`src/rtl/uart_mp_pkg.sv`:
```
package uart_mp_pkg;
    localparam int DW = 8;

    localparam logic [1:0] A_TXD  = 2'd0;
    localparam logic [1:0] A_RXD  = 2'd1;
    localparam logic [1:0] A_CTRL = 2'd2;
    localparam logic [1:0] A_STAT = 2'd3;

    localparam int S_TXE  = 0;
    localparam int S_RXF  = 1;
    localparam int S_FERR = 2;
    localparam int S_TEND = 3;
    localparam int S_MPRX = 4;
    localparam int S_MPTX = 5;

    localparam int C_TXON = 0;
    localparam int C_RXON = 1;
    localparam int C_MPEN = 2;
    localparam int C_SYNC = 3;
    localparam int CTRL_W = 4;

    typedef enum logic [2:0] {
        F_IDLE,
        F_START,
        F_DATA,
        F_MPB,
        F_STOP
    } frame_st_e;
endpackage

```
`src/rtl/uart_mp_tx.sv`:
```
module uart_mp_tx
    import uart_mp_pkg::*;
#(
    parameter int OVS = 16
) (
    input  logic          clk,
    input  logic          rst_n,
    input  logic          tick,
    input  logic          en,
    input  logic          mp_frame,
    input  logic          mp_bit,
    input  logic          pend,
    input  logic [DW-1:0] hold,
    output logic          load,
    output logic          done,
    output logic          idle,
    output logic          txd
);
    localparam int CW = $clog2(OVS);
    localparam int IW = $clog2(DW);

    frame_st_e st_q, st_d;
    logic [CW-1:0] cnt_q;
    logic [IW-1:0] idx_q;
    logic [DW-1:0] sh_q;
    logic          mpb_q, mpf_q;
    logic          bit_end;

    assign bit_end = tick && (cnt_q == CW'(OVS - 1));

    always_comb begin
        st_d = st_q;
        load = 1'b0;
        done = 1'b0;
        unique case (st_q)
            F_IDLE:  if (pend) begin st_d = F_START; load = 1'b1; end
            F_START: if (bit_end) st_d = F_DATA;
            F_DATA:  if (bit_end && idx_q == IW'(DW - 1)) st_d = mpf_q ? F_MPB : F_STOP;
            F_MPB:   if (bit_end) st_d = F_STOP;
            F_STOP:  if (bit_end) begin
                         if (pend) begin st_d = F_START; load = 1'b1; end
                         else      begin st_d = F_IDLE;  done = 1'b1; end
                     end
            default: st_d = F_IDLE;
        endcase
        if (!en) begin
            st_d = F_IDLE;
            load = 1'b0;
            done = 1'b0;
        end
    end

    always_ff @(posedge clk or negedge rst_n) begin
        if (!rst_n) st_q <= F_IDLE;
        else        st_q <= st_d;
    end

    always_ff @(posedge clk or negedge rst_n) begin
        if (!rst_n) begin
            cnt_q <= '0;
            idx_q <= '0;
            sh_q  <= '0;
            mpb_q <= 1'b0;
            mpf_q <= 1'b0;
        end else if (load) begin
            cnt_q <= '0;
            idx_q <= '0;
            sh_q  <= hold;
            mpb_q <= mp_bit;
            mpf_q <= mp_frame;
        end else if (tick) begin
            cnt_q <= bit_end ? '0 : cnt_q + 1'b1;
            if (bit_end && st_q == F_DATA) begin
                sh_q  <= sh_q >> 1;
                idx_q <= idx_q + 1'b1;
            end
        end
    end

    always_comb begin
        unique case (st_q)
            F_START: txd = 1'b0;
            F_DATA:  txd = sh_q[0];
            F_MPB:   txd = mpb_q;
            default: txd = 1'b1;
        endcase
    end

    assign idle = (st_q == F_IDLE);
endmodule

```
`src/rtl/uart_mp_rx.sv`:
```
module uart_mp_rx
    import uart_mp_pkg::*;
#(
    parameter int OVS = 16
) (
    input  logic          clk,
    input  logic          rst_n,
    input  logic          tick,
    input  logic          en,
    input  logic          mp_frame,
    input  logic          rxd,
    output logic          done,
    output logic          fe,
    output logic          mpv,
    output logic          mpb,
    output logic [DW-1:0] data
);
    localparam int CW = $clog2(OVS);
    localparam int IW = $clog2(DW);
    localparam logic [CW-1:0] HALF_M1 = CW'(OVS / 2 - 1);

    frame_st_e st_q, st_d;
    logic [CW-1:0] cnt_q;
    logic [IW-1:0] idx_q;
    logic [DW-1:0] sh_q;
    logic          mpb_q, mpf_q;
    logic          bit_end, mid_start;

    assign bit_end   = tick && (cnt_q == CW'(OVS - 1));
    assign mid_start = tick && (st_q == F_START) && (cnt_q == HALF_M1);

    always_comb begin
        st_d = st_q;
        done = 1'b0;
        unique case (st_q)
            F_IDLE:  if (tick && !rxd) st_d = F_START;
            F_START: if (mid_start) st_d = rxd ? F_IDLE : F_DATA;
            F_DATA:  if (bit_end && idx_q == IW'(DW - 1)) st_d = mpf_q ? F_MPB : F_STOP;
            F_MPB:   if (bit_end) st_d = F_STOP;
            F_STOP:  if (bit_end) begin st_d = F_IDLE; done = 1'b1; end
            default: st_d = F_IDLE;
        endcase
        if (!en) begin
            st_d = F_IDLE;
            done = 1'b0;
        end
    end

    always_ff @(posedge clk or negedge rst_n) begin
        if (!rst_n) st_q <= F_IDLE;
        else        st_q <= st_d;
    end

    always_ff @(posedge clk or negedge rst_n) begin
        if (!rst_n) begin
            cnt_q <= '0;
            idx_q <= '0;
            sh_q  <= '0;
            mpb_q <= 1'b0;
            mpf_q <= 1'b0;
        end else if (st_q == F_IDLE) begin
            cnt_q <= '0;
            idx_q <= '0;
            mpf_q <= mp_frame;
        end else if (tick) begin
            cnt_q <= (mid_start || bit_end) ? '0 : cnt_q + 1'b1;
            if (bit_end && st_q == F_DATA) begin
                sh_q  <= {rxd, sh_q[DW-1:1]};
                idx_q <= idx_q + 1'b1;
            end
            if (bit_end && st_q == F_MPB) mpb_q <= rxd;
        end
    end

    assign fe   = !rxd;
    assign mpv  = mpf_q;
    assign mpb  = mpb_q;
    assign data = sh_q;
endmodule

```
`src/rtl/uart_mp_core.sv`:
```
module uart_mp_core
    import uart_mp_pkg::*;
#(
    parameter int OVS = 16
) (
    input  logic          clk,
    input  logic          rst_n,
    input  logic          baud_tick,
    input  logic [1:0]    reg_addr,
    input  logic          reg_wr,
    input  logic          reg_rd,
    input  logic [DW-1:0] reg_wdata,
    output logic [DW-1:0] reg_rdata,
    output logic          txd_o,
    input  logic          rxd_i
);
    logic [CTRL_W-1:0] ctrl_q;
    logic [DW-1:0]     hold_q, rxbuf_q;
    logic              txe_q, tend_q, rxf_q, ferr_q, mprx_q, mptx_q;
    logic [2:0]        arm_q;
    logic [1:0]        rsync_q;

    logic wr_txd, wr_stat, wr_ctrl, rd_stat;
    logic tx_on, rx_on, mp_frame;
    logic tx_load, tx_done, tx_idle;
    logic rx_done, rx_fe, rx_mpv, rx_mpb;
    logic [DW-1:0] rx_data;

    assign wr_txd  = reg_wr && (reg_addr == A_TXD);
    assign wr_ctrl = reg_wr && (reg_addr == A_CTRL);
    assign wr_stat = reg_wr && (reg_addr == A_STAT);
    assign rd_stat = reg_rd && (reg_addr == A_STAT);

    assign tx_on    = ctrl_q[C_TXON];
    assign rx_on    = ctrl_q[C_RXON];
    assign mp_frame = ctrl_q[C_MPEN] && !ctrl_q[C_SYNC];

    uart_mp_tx #(.OVS(OVS)) u_tx (
        .clk(clk), .rst_n(rst_n), .tick(baud_tick), .en(tx_on),
        .mp_frame(mp_frame), .mp_bit(mptx_q), .pend(!txe_q), .hold(hold_q),
        .load(tx_load), .done(tx_done), .idle(tx_idle), .txd(txd_o)
    );

    uart_mp_rx #(.OVS(OVS)) u_rx (
        .clk(clk), .rst_n(rst_n), .tick(baud_tick), .en(rx_on),
        .mp_frame(mp_frame), .rxd(rsync_q[1]),
        .done(rx_done), .fe(rx_fe), .mpv(rx_mpv), .mpb(rx_mpb), .data(rx_data)
    );

    always_ff @(posedge clk or negedge rst_n) begin
        if (!rst_n) begin
            ctrl_q  <= '0;
            hold_q  <= '0;
            rsync_q <= 2'b11;
        end else begin
            rsync_q <= {rsync_q[0], rxd_i};
            if (wr_ctrl) ctrl_q <= reg_wdata[CTRL_W-1:0];
            if (wr_txd)  hold_q <= reg_wdata;
        end
    end

    always_ff @(posedge clk or negedge rst_n) begin
        if (!rst_n) begin
            txe_q   <= 1'b1;
            tend_q  <= 1'b1;
            rxf_q   <= 1'b0;
            ferr_q  <= 1'b0;
            mprx_q  <= 1'b0;
            mptx_q  <= 1'b0;
            arm_q   <= '0;
            rxbuf_q <= '0;
        end else begin
            if (rd_stat)      arm_q <= {ferr_q, rxf_q, txe_q};
            else if (wr_stat) arm_q <= '0;
            if (wr_stat) mptx_q <= reg_wdata[S_MPTX];

            if (!tx_on) begin
                txe_q  <= 1'b1;
                tend_q <= 1'b1;
            end else begin
                if (tx_load) txe_q  <= 1'b1;
                if (tx_done) tend_q <= 1'b1;
                if (wr_txd || (wr_stat && arm_q[0] && !reg_wdata[S_TXE])) begin
                    txe_q  <= 1'b0;
                    tend_q <= 1'b0;
                end
            end

            if (wr_stat && arm_q[1] && !reg_wdata[S_RXF])  rxf_q  <= 1'b0;
            if (wr_stat && arm_q[2] && !reg_wdata[S_FERR]) ferr_q <= 1'b0;
            if (rx_done) begin
                rxf_q   <= 1'b1;
                rxbuf_q <= rx_data;
                if (rx_fe)  ferr_q <= 1'b1;
                if (rx_mpv) mprx_q <= rx_mpb;
            end
        end
    end

    always_comb begin
        unique case (reg_addr)
            A_TXD:   reg_rdata = hold_q;
            A_RXD:   reg_rdata = rxbuf_q;
            A_CTRL:  reg_rdata = {{(DW-CTRL_W){1'b0}}, ctrl_q};
            default: reg_rdata = {2'b00, mptx_q, mprx_q, tend_q, ferr_q, rxf_q, txe_q};
        endcase
    end
endmodule

```
`config.mk`:
```
export PLATFORM = sky130hd
export DESIGN_NAME = uart_mp_core
export DESIGN_NICKNAME = d
export VERILOG_FILES = /design/src/rtl/uart_mp_pkg.sv /design/src/rtl/uart_mp_tx.sv /design/src/rtl/uart_mp_rx.sv /design/src/rtl/uart_mp_core.sv
export SDC_FILE = /design/constraint.sdc
export NUM_CORES = 1
export LEC_CHECK = 0
export ABC_CLOCK_PERIOD_IN_PS = 5400
export BUFFER_PORTS_ARGS = -buffer_cell sky130_fd_sc_hd__buf_2
export CAP_MARGIN = 20
export CORE_MARGIN = 5
export CORE_UTILIZATION = 64
export DETAILED_ROUTE_END_ITERATION = 6
export PLACE_DENSITY = 0.84
export SLEW_MARGIN = 20
export SYNTH_ARGS = -nofsm -noshare
export SYNTH_HDL_FRONTEND = slang
export SYNTH_SLANG_ARGS = --single-unit
```
`constraint.sdc`:
```
create_clock -name clk -period 5.4 [get_ports clk]
set_input_delay 0.54 -clock clk [delete_from_list [all_inputs] [get_ports clk]]
set_output_delay 0.54 -clock clk [all_outputs]
set_load 0.005 [all_outputs]
```
**Yosys cells after proc, flatten, opt, wreduce, memory -nomap -nowiden**

Index checks and enable logic that the tools add are counted.

- Multiplexer cells: 59
- $add $sub $neg: 4
- Bitwise operators: 1
- Equal/unequal tests: 28
- Reduce and logical (&&, ||, !) cells: 44

Operators with widths:

| kind | count |
|---|---|
| 3-bit 2-to-1 mux | 22 |
| 3-bit one-hot mux with 5 select lines | 2 |
| 3-bit by 2-bit != test with 1-bit output, second input constant | 9 |
| 4-bit 2-to-1 mux | 6 |
| 8-bit 2-to-1 mux | 3 |
| 8-bit one-hot mux with 3 select lines | 1 |
| 1-bit 2-to-1 mux | 22 |
| 1-bit logical AND | 21 |
| 3-bit by 2-bit == test with 1-bit output, second input constant | 4 |
| 3-bit == test, second input constant | 4 |
| 2-bit nonzero test | 6 |
| 5-bit AND reduction | 2 |
| 4-bit by 1-bit adder with 4-bit output, second input constant | 2 |
| 4-bit == test, second input constant | 2 |
| 3-bit by 1-bit adder with 3-bit output, second input constant | 2 |
| 3-bit by 1-bit == test with 1-bit output, second input constant | 2 |
| 3-bit zero test | 2 |
| 3-bit by 1-bit != test with 1-bit output, second input constant | 2 |
| 2-bit AND reduction | 3 |
| 3-bit AND reduction | 2 |
| 1-bit zero test | 5 |
| 2-bit == test, second input constant | 2 |
| 4-bit by 3-bit == test with 1-bit output, second input constant | 1 |
| 3-bit != test, second input constant | 1 |
| other kinds (7) | 8 |

- Word-level logic and storage cells: 159
- Output and inout bits: 9
- Bits in registers: 71
- Input port bits: 16

**Longest topological paths before layout**

Gate-level depths: netlist of the first run.

- Depth after elaboration: 8
- Depth in mapped cells: 7
- Mapped depth without buffers: 6

**Hierarchy**

Synthesis of the first run repeated with hierarchy kept, for this count alone.

- Cell total of the unflattened synthesis: 275
- Area, all modules: 3478.3 um2

By module, submodules not included:

| module | seq. area each (um2) | times used | area an instance (um2) | cells each |
|---|---|---|---|---|
| uart_mp_core | 780.7 | 1 | 1391.3 | 92 |
| uart_mp_tx | 500.5 | 1 | 1044.8 | 94 |
| uart_mp_rx | 500.5 | 1 | 1042.2 | 89 |

**Worst setup path after synthesis of the first run**

Ideal clock, no wire load.

- Kind: input -> output
- From: in reg_addr[0]
- To: out reg_rdata[2]
- Required time: 4860 ps
- Setup slack: 3604 ps
- Path buffers: 2
- Stages: 3
- Arrival time: 1256 ps
- Cell sequence: buf_2 -> buf_2 -> mux4_2

- Longest elaborated chain between the ends: 2
- Elaborated cells between the ends (all ways): 4
- Those cells by class: eq/ne: 2; mux: 1; reduce/logical: 1

Ends and longest elaborated chain:

| element | RTL line | source |
|---|---|---|
| start: declaration | uart_mp_core.sv:9 | `input logic [1:0] reg_addr,` |
| 2-bit == test (tied with other cells) | uart_mp_core.sv:101 | `unique case (reg_addr)` |
| 8-bit one-hot mux with 3 select lines * | uart_mp_core.sv:101 |  |
| end: declaration | uart_mp_core.sv:13 | `output logic [DW-1:0] reg_rdata,` |

Mark *: on every way between the ends. The rest lies on a longest branch, timed or not.

**Worst setup path in the final report of the first run**

- From: reg u_tx.cnt_q[0]
- To: reg u_tx.mpb_q

- Longest elaborated chain between the ends: 5

Ends and longest elaborated chain:

| element | RTL line | source |
|---|---|---|
| start: declaration | uart_mp_tx.sv:23 | `logic [CW-1:0] cnt_q;` |
| start signal: assignment | uart_mp_tx.sv:72 | `cnt_q <= bit_end ? '0 : cnt_q + 1'b1;` |
| 4-bit == test | uart_mp_tx.sv:29 | `assign bit_end = tick && (cnt_q == CW'(OVS - 1));` |
| 1-bit logical AND | uart_mp_tx.sv:29 |  |
| 1-bit 2-to-1 mux | uart_mp_tx.sv:40 | `F_STOP: if (bit_end) begin` |
| 1-bit one-hot mux with 2 select lines | uart_mp_tx.sv:35 | `unique case (st_q)` |
| 1-bit 2-to-1 mux | uart_mp_tx.sv:46 | `if (!en) begin` |
| end signal: assignment | uart_mp_tx.sv:69 | `mpb_q <= mp_bit;` |
| end: declaration | uart_mp_tx.sv:26 | `logic mpb_q, mpf_q;` |

Every way passes these cells.
A chain may end at the register's enable or synchronous reset.

==> impl_results.md, run 1 <==
* Syn Nets at 316
* Prevailing post-synth register cell: dfrtp_1
* TritonCTS buffer count at 9
* Worst Path Max Fanout at 25
* Final HPWL DP at about 4500 um
* Fraction of registers with async set/reset at 100%
* Core Util, Final at around 73%
* 1st-pass router iterations at 4
* Final Max Slew Viols at 0
* DRC at 0
* Cell taking the most area after synthesis: dfrtp_1
* Via/cell ratio at 5.98
* Max-cap violations at 0
* Final setup violation count at 0
* Dpl cell area at about 0.0035 mm2
* Syn Area/Cell at 11.7 um2
* DR iter-0 viols at 135
* Antenna-violating nets left at 0
* Layout cells sized above 1 at between 20% and 30%
* Final Hold Fails at 0
* Clock latency at the later pin of the worst-skew pair at 0.34 ns
* Syn-to-layout area delta at 9.58%
* DR WL/cell at 17.0 um
* Slew margin rel. at a little over two fifths
* P_leak at 0.00185 uW
* Mapped Cells at 294
* Vias in the first global route at ~2300
* TNS Setup at 0 ns
* GR Layer Usage met3 at roughly 5.2%
* Total track usage at roughly 20%
* Fmax at around 450 MHz
* PortBufs at 24
* Commonest cells after routing, fill and taps aside: 67 x dfrtp_1, 28 x mux2_2, 24 x buf_2
* Post-synth EDFFs at 0
* Row cnt at 26
* Power Density at between 300 and 400 mW/mm2
* Diodes inserted at 0
* Global-route wire length before repair at about 11000 um
* WL final at 6570 um
* RSZ-0062 raised after global routing: no
* Post-CTS Hold Buffers at 0
* M2 GR Usage at 31.9%
* Die Height at 83.4 um
* Share of the synthesized area in the top cell type at 48.6%
* Synth area leaders: dfrtp_1 49%, mux2_2 9.1%, mux2i_1 5.5%
* Starting Density at 66.7%
* Met1 usage at about 27%
* Crit end category: flip-flop
* Overflow after GRT at 0
* Most common cell after layout, fill and taps aside: dfrtp_1
* Root Driver: clkbuf_8
* Postcts setup bufs at 0
* Final min period at 2.21 ns
* Cell variety after synth at 52
* Sequential element share of the synthesized area at between 50% and 60%
* Synthesized area at 0.00345 mm2
* Die area at a little under 0.007 mm2
* Routability-driven placement congestion ratio at 0.779
* Final instance area at around 0.0038 mm2
* Antenna violations before repair at 0
* Worst-Margin Slew at between 0.8 and 0.9 ns
* CTS-repair resized insts at 0
* Detailed-route via count at between 2000 and 2500
* Die X at approximately 83 um
* TritonCTS clock tree: built
* Busiest grt layer: met2
* Nets@finish at 334
* Type of origin of the critical path: flip-flop
* # IOs at 25
* Period utilization at 40.9%
* Clock transition at the registers of the reported paths at approximately 0.07 ns
* Clk_skew at about 0.0095 ns
* Hold WC Path Type: primary input to flip-flop
* Total power at roughly 1400 uW
* Outcome: finished clean
* Largest net degree at the start of global routing at approximately 70
* H-Tree Level Count at 3
* Synthesis-stage register bit count at 71
* Critical Path AT at 2.43 ns
* CTS Buffer Depth at 2
* Worst vdd ir at ~0.21 mV
* Clk sinks at approximately 70
* Worst EP required at between 5 and 6 ns
* Synth warnings at 0
* Kind of critical path: flip-flop to flip-flop
* Core area at 0.00517 mm2
metal layers:
metal  vias to the layer above  wire [um]
li1                       1099          -
met1                      1161       2990
met2                        46       3230
met3                         7        260
met4                         0         80
met5                         -          0
area by class of cell:
cell class / count / area (um2)
Sequential cell: 71 / 1780
Multi-Input combinational cell: 198 / 1520
Fill cell: 331 / 1390
Clock buffer: 10 / 128
Timing Repair Buffer: 25 / 128
Clock inverter: 6 / 109
Tap cell: 70 / 87.6
Inverter: 7 / 26.3
report_power, final:
part | total [uW] | internal [uW] | switching (uW) | leakage [uW]
clock network | 500 | 306 | 194 | 0.000120
registers | 676 | 607 | 69.2 | 0.000925
logic | 183 | 89.4 | 93.5 | 0.000808
synthesized netlist by cell type, types with 2 or more instances:
cell,number
dfstp_2,4
clkbuf_1,3
dfrtp_1,67
a22o_1,3
nand2b_1,7
nor3_1,4
nand3_1,8
xor2_1,4
nand4_2,2
a21oi_1,5
a41oi_1,2
o21ai_1,7
nand4_1,7
o31ai_1,3
buf_4,4
buf_6,4
o22ai_1,2
and3_1,2
buf_2,7
inv_1,7
nand2_1,21
a31oi_1,2
mux2i_1,19
mux2_1,3
ha_1,6
mux4_2,4
nor2_1,19
o21ai_0,16
nor4_1,2
mux2_2,28
worst max-delay path: stages, from the launching register on:
cell and delay (ns):
dfrtp_1 0.42, ha_1 0.24, and4_2 0.30, o2111a_1 0.75
mux2_1 0.38
sequential cells by signal, summed over array words and instances (netlist names), 4 cells and up:
register and cells:
rxbuf_q 8, ctrl_q 4, u_rx.cnt_q 4, u_tx.sh_q 8, u_tx.cnt_q 4, u_rx.data 8, hold_q 8
final timing paths:
kind	from	end	slack, ns	cells past startpoint
max in group asynchronous	rst_n	u_tx.sh_q[0]	4.45	2
worst max-delay path	u_tx.cnt_q[0]	u_tx.mpb_q	3.19	4
min in group asynchronous	rst_n	u_rx.idx_q[1]	0.37	2
worst min register to register	rsync_q[0]	rsync_q[1]	0.36	0
worst min-delay path	rxd_i	rsync_q[0]	0.29	1
worst max register to register	u_tx.cnt_q[0]	u_tx.mpb_q	3.19	4
logic make-up (layout without fill, tap and decap cells):
family                   Yosys count  in the layout  share of synthesized area, %
AO/OA/AOI/OAI                     48             48                          8.67
XOR/XNOR                           4              4                          1.02
adder cells (fa/ha/maj)            6              6                          2.18
buffers and inverters             25             48                          4.28
flip-flops                        71             71                          51.7
multiplexers                      54             54                          18.2
AND/OR/NAND/NOR                   86             86                          14.0
per-stage QoR:
stage | hold WS [ns] | worst slack (ns) | cells
CTS | 0.286 | 3.19 | 387
global route | 0.288 | 3.05 | 387
floorplan | 0.244 | 3.60 | 294
detailed placement | 0.348 | 2.96 | 371
global placement | 0.346 | 3.02 | 371
finish | 0.293 | 3.19 | 387
Power figures use the tool's default switching activity.
==> inputs of run 2 (changes only) <==
Settings changed: ABC_AREA set to 1, ABC_CLOCK_PERIOD_IN_PS 5400 to 1900, CORE_UTILIZATION 64 to 54, PLACE_DENSITY 0.84 to 0.75.
Clock period 5.4 ns to 1.9 ns, I/O delays scaled along.
==> run 2 against run 1 <==
  * Critical path depth increased by 2
  * Utilization down 10 points
  * Flip-flop and latch count stayed put
==> impl_results.md, run 2 <==
* Outcome: finished clean
* Via/cell ratio at 5.46 (-8.7%)
* Diodes inserted at 0 (unchanged)
* Dpl ws at 0.292 ns (-2.66 ns)
* Clk_skew at 0.0101 ns (+0.000649 ns)
* Final HPWL DP at 5850 um (+30%)
* Die area at 0.00842 mm2 (+21%)
* Comb pwr share at 19.7% (+6.2 points)
* Fin worst setup slack at 0.197 ns (-3.00 ns)
* Global-route wire length before repair at 13800 um (+21%)
* Routability-driven placement congestion ratio at 0.902 (+16%)
* Synth top cells by count: 153 x nand2_1, 67 x dfrtp_1, 57 x inv_1
* Most common cell after layout, fill and taps aside: nand2_1
* Syn-to-layout area delta at 11.7%
* Starting Density at 56.2% (-10 points)
* Worst Path Max Fanout at 6 (-76%)
* Power share of the clock group at 30.4% (-6.4 points)
* Period utilization at 89.6%
* Flop pwr share at 49.9% (+0.2 points)
* Syn Area/Cell at 7.99 um2 (-32%)
* Clock transition at the registers of the reported paths at 0.08 ns (about the same)
* Postcts setup bufs at 0 (unchanged)
* CTS-repair resized insts at 0 (unchanged)
* Core area at 0.00642 mm2 (+24%)
* Final Hold Fails at 0 (unchanged)
* Root Driver: clkbuf_8
* CTS Buffer Depth at 2 (unchanged)
* # IOs at 25 (unchanged)
* DR iter-0 viols at 252 (+87%)
* Nets@finish at 508 (+52%)
* Detailed-route via count at 3095 (+34%)
* Slew margin rel. at 63.8% (+21 points)
* Final setup violation count at 0 (unchanged)
* Final min period at between 1.5 and 2 ns
* Crit end category: output port
* TritonCTS buffer count at 9 (unchanged)
* Vias in the first global route at 2831 (+21%)
* Busiest grt layer: met2
* Most common cell in the netlist: nand2_1
* Synth area leaders: dfrtp_1 46%, nand2_1 16%, inv_1 5.9%
* Critical Path AT at 1.51 ns (-0.92 ns)
* WL final at 7980 um (+21%)
* Kind of critical path: flip-flop to output port
* Total track usage at 20.6% (+0.23 points)
* Share of the synthesized area in the top cell type at 46.4% (-2.2 points)
* Overflow after GRT at 0 (unchanged)
* PortBufs at 24 (unchanged)
* TritonCTS clock tree: built
* Antenna violations before repair at 0 (unchanged)
* Met1 usage at 28.9% (+1.5 points)
* Total power at 3990 uW (+190%)
* M2 GR Usage at 31.2% (-0.69 points)
* Die Height at 91.8 um (+10%)
* Synth warnings at 0 (unchanged)
* Sequential element share of the synthesized area at 49.4% (-2.3 points)
* 1st-pass router iterations at 5 (+1)
* GR Layer Usage met3 at 4.91% (-0.34 points)
* Antenna-violating nets left at 0 (unchanged)
* DR WL/cell at 14.1 um (-17%)
* Synthesis-stage register bit count at 71 (unchanged)
* Commonest cells after routing, fill and taps aside: 153 x nand2_1, 67 x dfrtp_1, 57 x inv_1
* Synthesized area at 0.00361 mm2 (+4.6%)
* TNS Setup at 0 ns (unchanged)
* Largest net degree at the start of global routing at 27 (-63%)
* Post-CTS Hold Buffers at 2 (+2)
* Mapped Cells at 452 (+54%)
* Power Density at 990 mW/mm2 (+180%)
* H-Tree Level Count at 3 (unchanged)
* Hold WC Path Type: primary input to flip-flop
* Die X at 91.8 um (+10%)
* Type of origin of the critical path: flip-flop
* Row cnt at 29 (+12%)
* Syn Nets at 474 (+50%)
* Max-cap violations at 0 (unchanged)
* Worst-Margin Slew at 0.543 ns (-0.321 ns)
* Layout cells sized above 1 at 15.5% (-11 points)
* Clock latency at the later pin of the worst-skew pair at 0.35 ns (about the same)
* Clk sinks at 71 (unchanged)
* Final Max Slew Viols at 0 (unchanged)
* Cell taking the most area after synthesis: dfrtp_1
* Cell variety after synth at 34 (-35%)
* DRC at 0 (unchanged)
* Worst vdd ir at 0.534 mV (+150%)
* RSZ-0062 raised after global routing: no
* P_leak at 0.00212 uW (+15%)
* Prevailing post-synth register cell: dfrtp_1
* Worst EP required at 1.71 ns (-3.92 ns)
* Pint at 2690 uW (+170%)
* Switch share at 32.6% (+6.3 points)
* Net Sw Power at 1300 uW (+260%)
* # fillers at 551 (+66%)
* Fmax at approximately 590 MHz
* Post-synth EDFFs at 0 (unchanged)
* Fraction of registers with async set/reset at 100% (unchanged)
==> run 2: changes by cell type in the layout (fill, tap and decap cells not counted), moves of 5 or more <==
cell,previous run,this run
nand4_1,7,20
nand2_2,0,7
mux2i_1,19,0
mux2_2,28,1
nand2b_1,7,0
o21ai_0,16,25
buf_4,1,6
nand3_1,8,32
nand2_1,21,153
inv_1,7,57
==> run 2: cell families after synthesis <==
logic type | synth area share [%]
xor+xnor | 0.485
fa+ha+maj | 2.08
flops | 49.4
buf+inv | 8.60
simple gates | 30.5
compound gates | 8.70
mux | 0.312
==> run 2: final timing paths <==
check	depth (start not counted)	slack [ns]	to	startpoint
max	6	0.20	txd_o	u_tx.st_q[2]
min	2	0.07	hold_q[7]	reg_wdata[7]
max reg2reg	8	0.26	u_rx.idx_q[1]	u_rx.cnt_q[1]
min reg2reg	0	0.36	rsync_q[1]	rsync_q[0]
max in group asynchronous	3	0.93	ctrl_q[2]	rst_n
min in group asynchronous	2	0.35	u_rx.data[1]	rst_n
==> run 2: through the flow <==
stage	util, %	instance area (um2)	hold slack [ns]	instances
after global routing	62.8	4030	0.0484	567
after floorplan	-	3610	-0.106	452
final	62.8	4030	0.0663	567
after CTS	62.8	4030	0.0595	567
after detailed placement	59.4	3810	0.202	550
after global placement	59.4	3810	0.201	550
==> run 2: power groups by stage <==
| stage | Sequential [uW] | Combinational [uW] | Clock [uW] |
|---|---|---|---|
| 2_1_floorplan | 1940 | 581 | 0 |
| 6_report | 1990 | 785 | 1210 |
| 5_1_grt | 2030 | 919 | 1310 |
| 3_3_place_gp | 2000 | 755 | 0 |
| 4_1_cts | 1990 | 787 | 1230 |
| 3_5_place_dp | 2010 | 783 | 0 |
==> run 2: critical path, cell delays in order (launching register included) <==
cell,delay [ns]
dfrtp_1,0.46
inv_2,0.13
nand2_2,0.09
nor2_2,0.18
a22oi_1,0.09
nand3_1,0.09
buf_2,0.12
==> run 2: final cells by class <==
type | count | area [um2] | share of cell area, %
Clock buffer | 10 | 138 | 3.41
Clock inverter | 5 | 58.8 | 1.46
Inverter | 62 | 234 | 5.80
Multi-Input combinational cell | 309 | 1520 | 37.6
Sequential cell | 71 | 1780 | 44.2
Tap cell | 77 | 96.3 | 2.39
Timing Repair Buffer | 33 | 205 | 5.09
==> run 2: per-layer routing <==
metal	vias up	share of wire [%]	wire, um
met5	-	0	0
met4	0	1.6	130
met3	16	5.7	456
met2	91	47	3720
met1	1464	46	3670
li1	1524	-	-
==> inputs of run 3 (changes only) <==
--- a/config.mk
+++ b/config.mk
@@ -7,3 +7,3 @@
 export LEC_CHECK = 0
-export ABC_AREA = 1
+export ABC_AREA = 0
 export ABC_CLOCK_PERIOD_IN_PS = 1900
@@ -11,6 +11,8 @@
 export CAP_MARGIN = 20
+export CELL_PAD_IN_SITES_DETAIL_PLACEMENT = 0
+export CELL_PAD_IN_SITES_GLOBAL_PLACEMENT = 1
 export CORE_MARGIN = 5
-export CORE_UTILIZATION = 54
+export CORE_UTILIZATION = 44
 export DETAILED_ROUTE_END_ITERATION = 6
-export PLACE_DENSITY = 0.75
+export PLACE_DENSITY_LB_ADDON = 0.1
 export SLEW_MARGIN = 20
==> constraint.sdc (replaced) <==
create_clock -name clk -period 1.9 [get_ports clk]
set_input_delay 0.095 -clock clk [delete_from_list [all_inputs] [get_ports clk]]
set_output_delay 0.095 -clock clk [all_outputs]
set_load 0.005 [all_outputs]
==> run 3 against run 2 <==
  * Via count is 25% lower
  * Critical path depth decreased by 1
  * Utilization is 11 points lower
  * Clock power increased by 28%
  * Fmax grew 0.21%
  * Sequential share of layout area rose by 0.70 points
  * Total power is 0.53% higher
  * Die area up 15%
  * Non-clock buffer count rose by 5
  * Critical endpoint is now rxbuf_q[7]
==> impl_results.md, run 3 (same netlist as run 1, synthesis figures left out) <==
* Outcome: finished clean
* Layout cells sized above 1 at 27.7% (+12 points)
* CTS Buffer Depth at 2 (unchanged)
* Worst vdd ir at 0.568 mV (+6.4%)
* Power Density at 1010 mW/mm2 (+2.1%)
* Clk_skew at 0.0106 ns (+0.000527 ns)
* Slew margin rel. at 65.1% (+1.3 points)
* Critical Path AT at 1.92 ns (+0.41 ns)
* Nets@finish at 347 (-32%)
* Multi-input logic area at 0.00152 mm2 (+0.16%)
* Row cnt at 32 (+10%)
* # IOs at 25 (unchanged)
* WL final at 6930 um (-13%)
* Clk sinks at 71 (unchanged)
* TritonCTS buffer count at 9 (unchanged)
* Worst r2r dst: rxbuf_q[7]
* Syn-to-layout area delta at 15.1%
* Worst Path Max Fanout at 10 (+4)
* Root Driver: clkbuf_8
* DR iter-0 viols at 90 (-64%)
* Postcts setup bufs at 0 (unchanged)
* Final setup violation count at 0 (unchanged)
* Final Max Slew Viols at 0 (unchanged)
* Die Height at 98.5 um (+7.4%)
* Overflow after GRT at 0 (unchanged)
* Layout Cells excl Fill at 431 (-24%)
* Critical path, cell by cell: ha_1 > and4_4 > nand4_2 > buf_4 > mux2_1
* Worst-Margin Slew at 0.520 ns (-0.0231 ns)
* Final HPWL DP at 4780 um (-18%)
* Critical path launch point: u_rx.cnt_q[0]
* Most common cell after layout, fill and taps aside: dfrtp_1
* R2R setup slack at 0.20 ns (-0.06 ns)
* H-Tree Level Count at 3 (unchanged)
* P_leak at 0.00193 uW (-9.3%)
* Clock transition at the registers of the reported paths at 0.08 ns (about the same)
* Worst EP required at 2.12 ns (+0.41 ns)
* Global-route wire length before repair at 12100 um (-12%)
* Reg2reg path depth at 5 (-3)
* Fin worst setup slack at 0.201 ns (+0.00359 ns)
* Reg-to-reg startpoint: u_rx.cnt_q[0]
* # fillers at 740 (+34%)
* Crit end category: flip-flop
* Largest net degree at the start of global routing at 72 (+170%)
* 1st-pass router iterations at 6 (+1)
* Die area at 0.00971 mm2 (+15%)
* Register area at 0.00178 mm2 (unchanged)
* Clock latency at the later pin of the worst-skew pair at 0.34 ns (about the same)
* Max-cap violations at 0 (unchanged)
* Commonest cells after routing, fill and taps aside: 67 x dfrtp_1, 28 x mux2_2, 24 x buf_2
* Via/cell ratio at 5.36 (-1.7%)
* TritonCTS clock tree: built
* Total track usage at 15.6% (-5.1 points)
* RSZ-0062 raised after global routing: no
* Period utilization at 89.4% (-0.19 points)
* Placed insts at 409 (-26%)
* Core Util, Final at 51.6% (-11 points)
* Routability-driven placement congestion ratio at 0.771 (-15%)
* Kind of critical path: flip-flop to flip-flop
* Crit-path max cell delay at 0.40 ns (-0.06 ns)
* DRC at 0 (unchanged)
* Core area at 0.00769 mm2 (+20%)
* Dpl ws at 0.190 ns (-0.102 ns)
* Total power at 4010 uW (+0.53%)
* Die X at 98.5 um (+7.4%)
* Final min period at 1.70 ns (-0.00359 ns)
* Slowest library cell on the worst path: dfrtp_1
* Starting Density at 44.9% (-11 points)
* Final Hold Fails at 0 (unchanged)
* Antenna-violating nets left at 0 (unchanged)
* TNS Setup at 0 ns (unchanged)
* Vias in the first global route at 2397 (-15%)
* Detailed-route via count at 2312 (-25%)
* Worst Setup EP: rxbuf_q[7]
* Type of origin of the critical path: flip-flop
* DR WL/cell at 16.1 um (+14%)
* Antenna violations before repair at 0 (unchanged)
* Fmax at 589 MHz (+0.21%)
* PortBufs at 24 (unchanged)
* Diodes inserted at 0 (unchanged)
* Hold WC Path Type: primary input to flip-flop
run 3: routing by layer:
layer  wire (um)  vias up  share of wire [%]  global-route usage, %
li1            -     1119                  -                      -
met4          32        0               0.46                   4.10
met5           0        -                  0                      0
met2        3310       29                 48                   23.9
met1        3390     1162                 49                   21.8
met3         196        2                2.8                   4.39
run 3: layout make-up:
| cell class | instances | share of cell area, % |
|---|---|---|
| inverters | 7 | 0.662 |
| repair buffers | 38 | 6.43 |
| multi-input cells | 198 | 38.3 |
| clock buffers | 9 | 3.12 |
| clock inverters | 6 | 3.37 |
| well taps | 102 | 3.22 |
| flip-flops and latches | 71 | 44.9 |
run 3: critical path, delay by kind of cell, from the launching register on:
kind | cells | cell delay, ns
DFF | 1 | 0.40
and+or+nand+nor | 2 | 0.40
muxes | 1 | 0.31
buffers and inverters | 1 | 0.20
adders and majority gates | 1 | 0.26
run 3: stage by stage:
| stage | hold slack, ns | instance area, um2 |
|---|---|---|
| 2_1_floorplan | -0.201 | 3450 |
| 3_3_place_gp | 0.156 | 3640 |
| 3_5_place_dp | 0.156 | 3640 |
| 4_1_cts | 0.00823 | 3970 |
| 5_1_grt | 0.00916 | 3970 |
| 6_report | 0.0273 | 3970 |
run 3: how the worst min path moves through the flow:
stage / startpoint / slack [ns] / cells past startpoint / end
floorplan: rst_n / -0.20 / 0 / arm_q[0]
global placement: rst_n / 0.16 / 2 / u_tx.idx_q[2]
detailed placement: rst_n / 0.16 / 2 / u_tx.idx_q[1]
CTS: reg_wdata[0] / 0.008 / 2 / ctrl_q[0]
global route: reg_wdata[2] / 0.009 / 2 / hold_q[2]
finish: reg_wdata[0] / 0.03 / 2 / ctrl_q[0]
run 3: power by group:
part           internal (uW)  leakage (uW)  total [uW]  switching, uW
Combinational            274      0.000872         543            269
Sequential              1730      0.000925        1920            190
Clock                    998      0.000129        1550            557
Total                   3000       0.00193        4010           1020
run 3: timing repair:
item,in CTS,in global routing
hold buffers,7,0
resized for setup,0,1
endpoints found under the hold margin,74,0
setup endpoints to repair,0,3
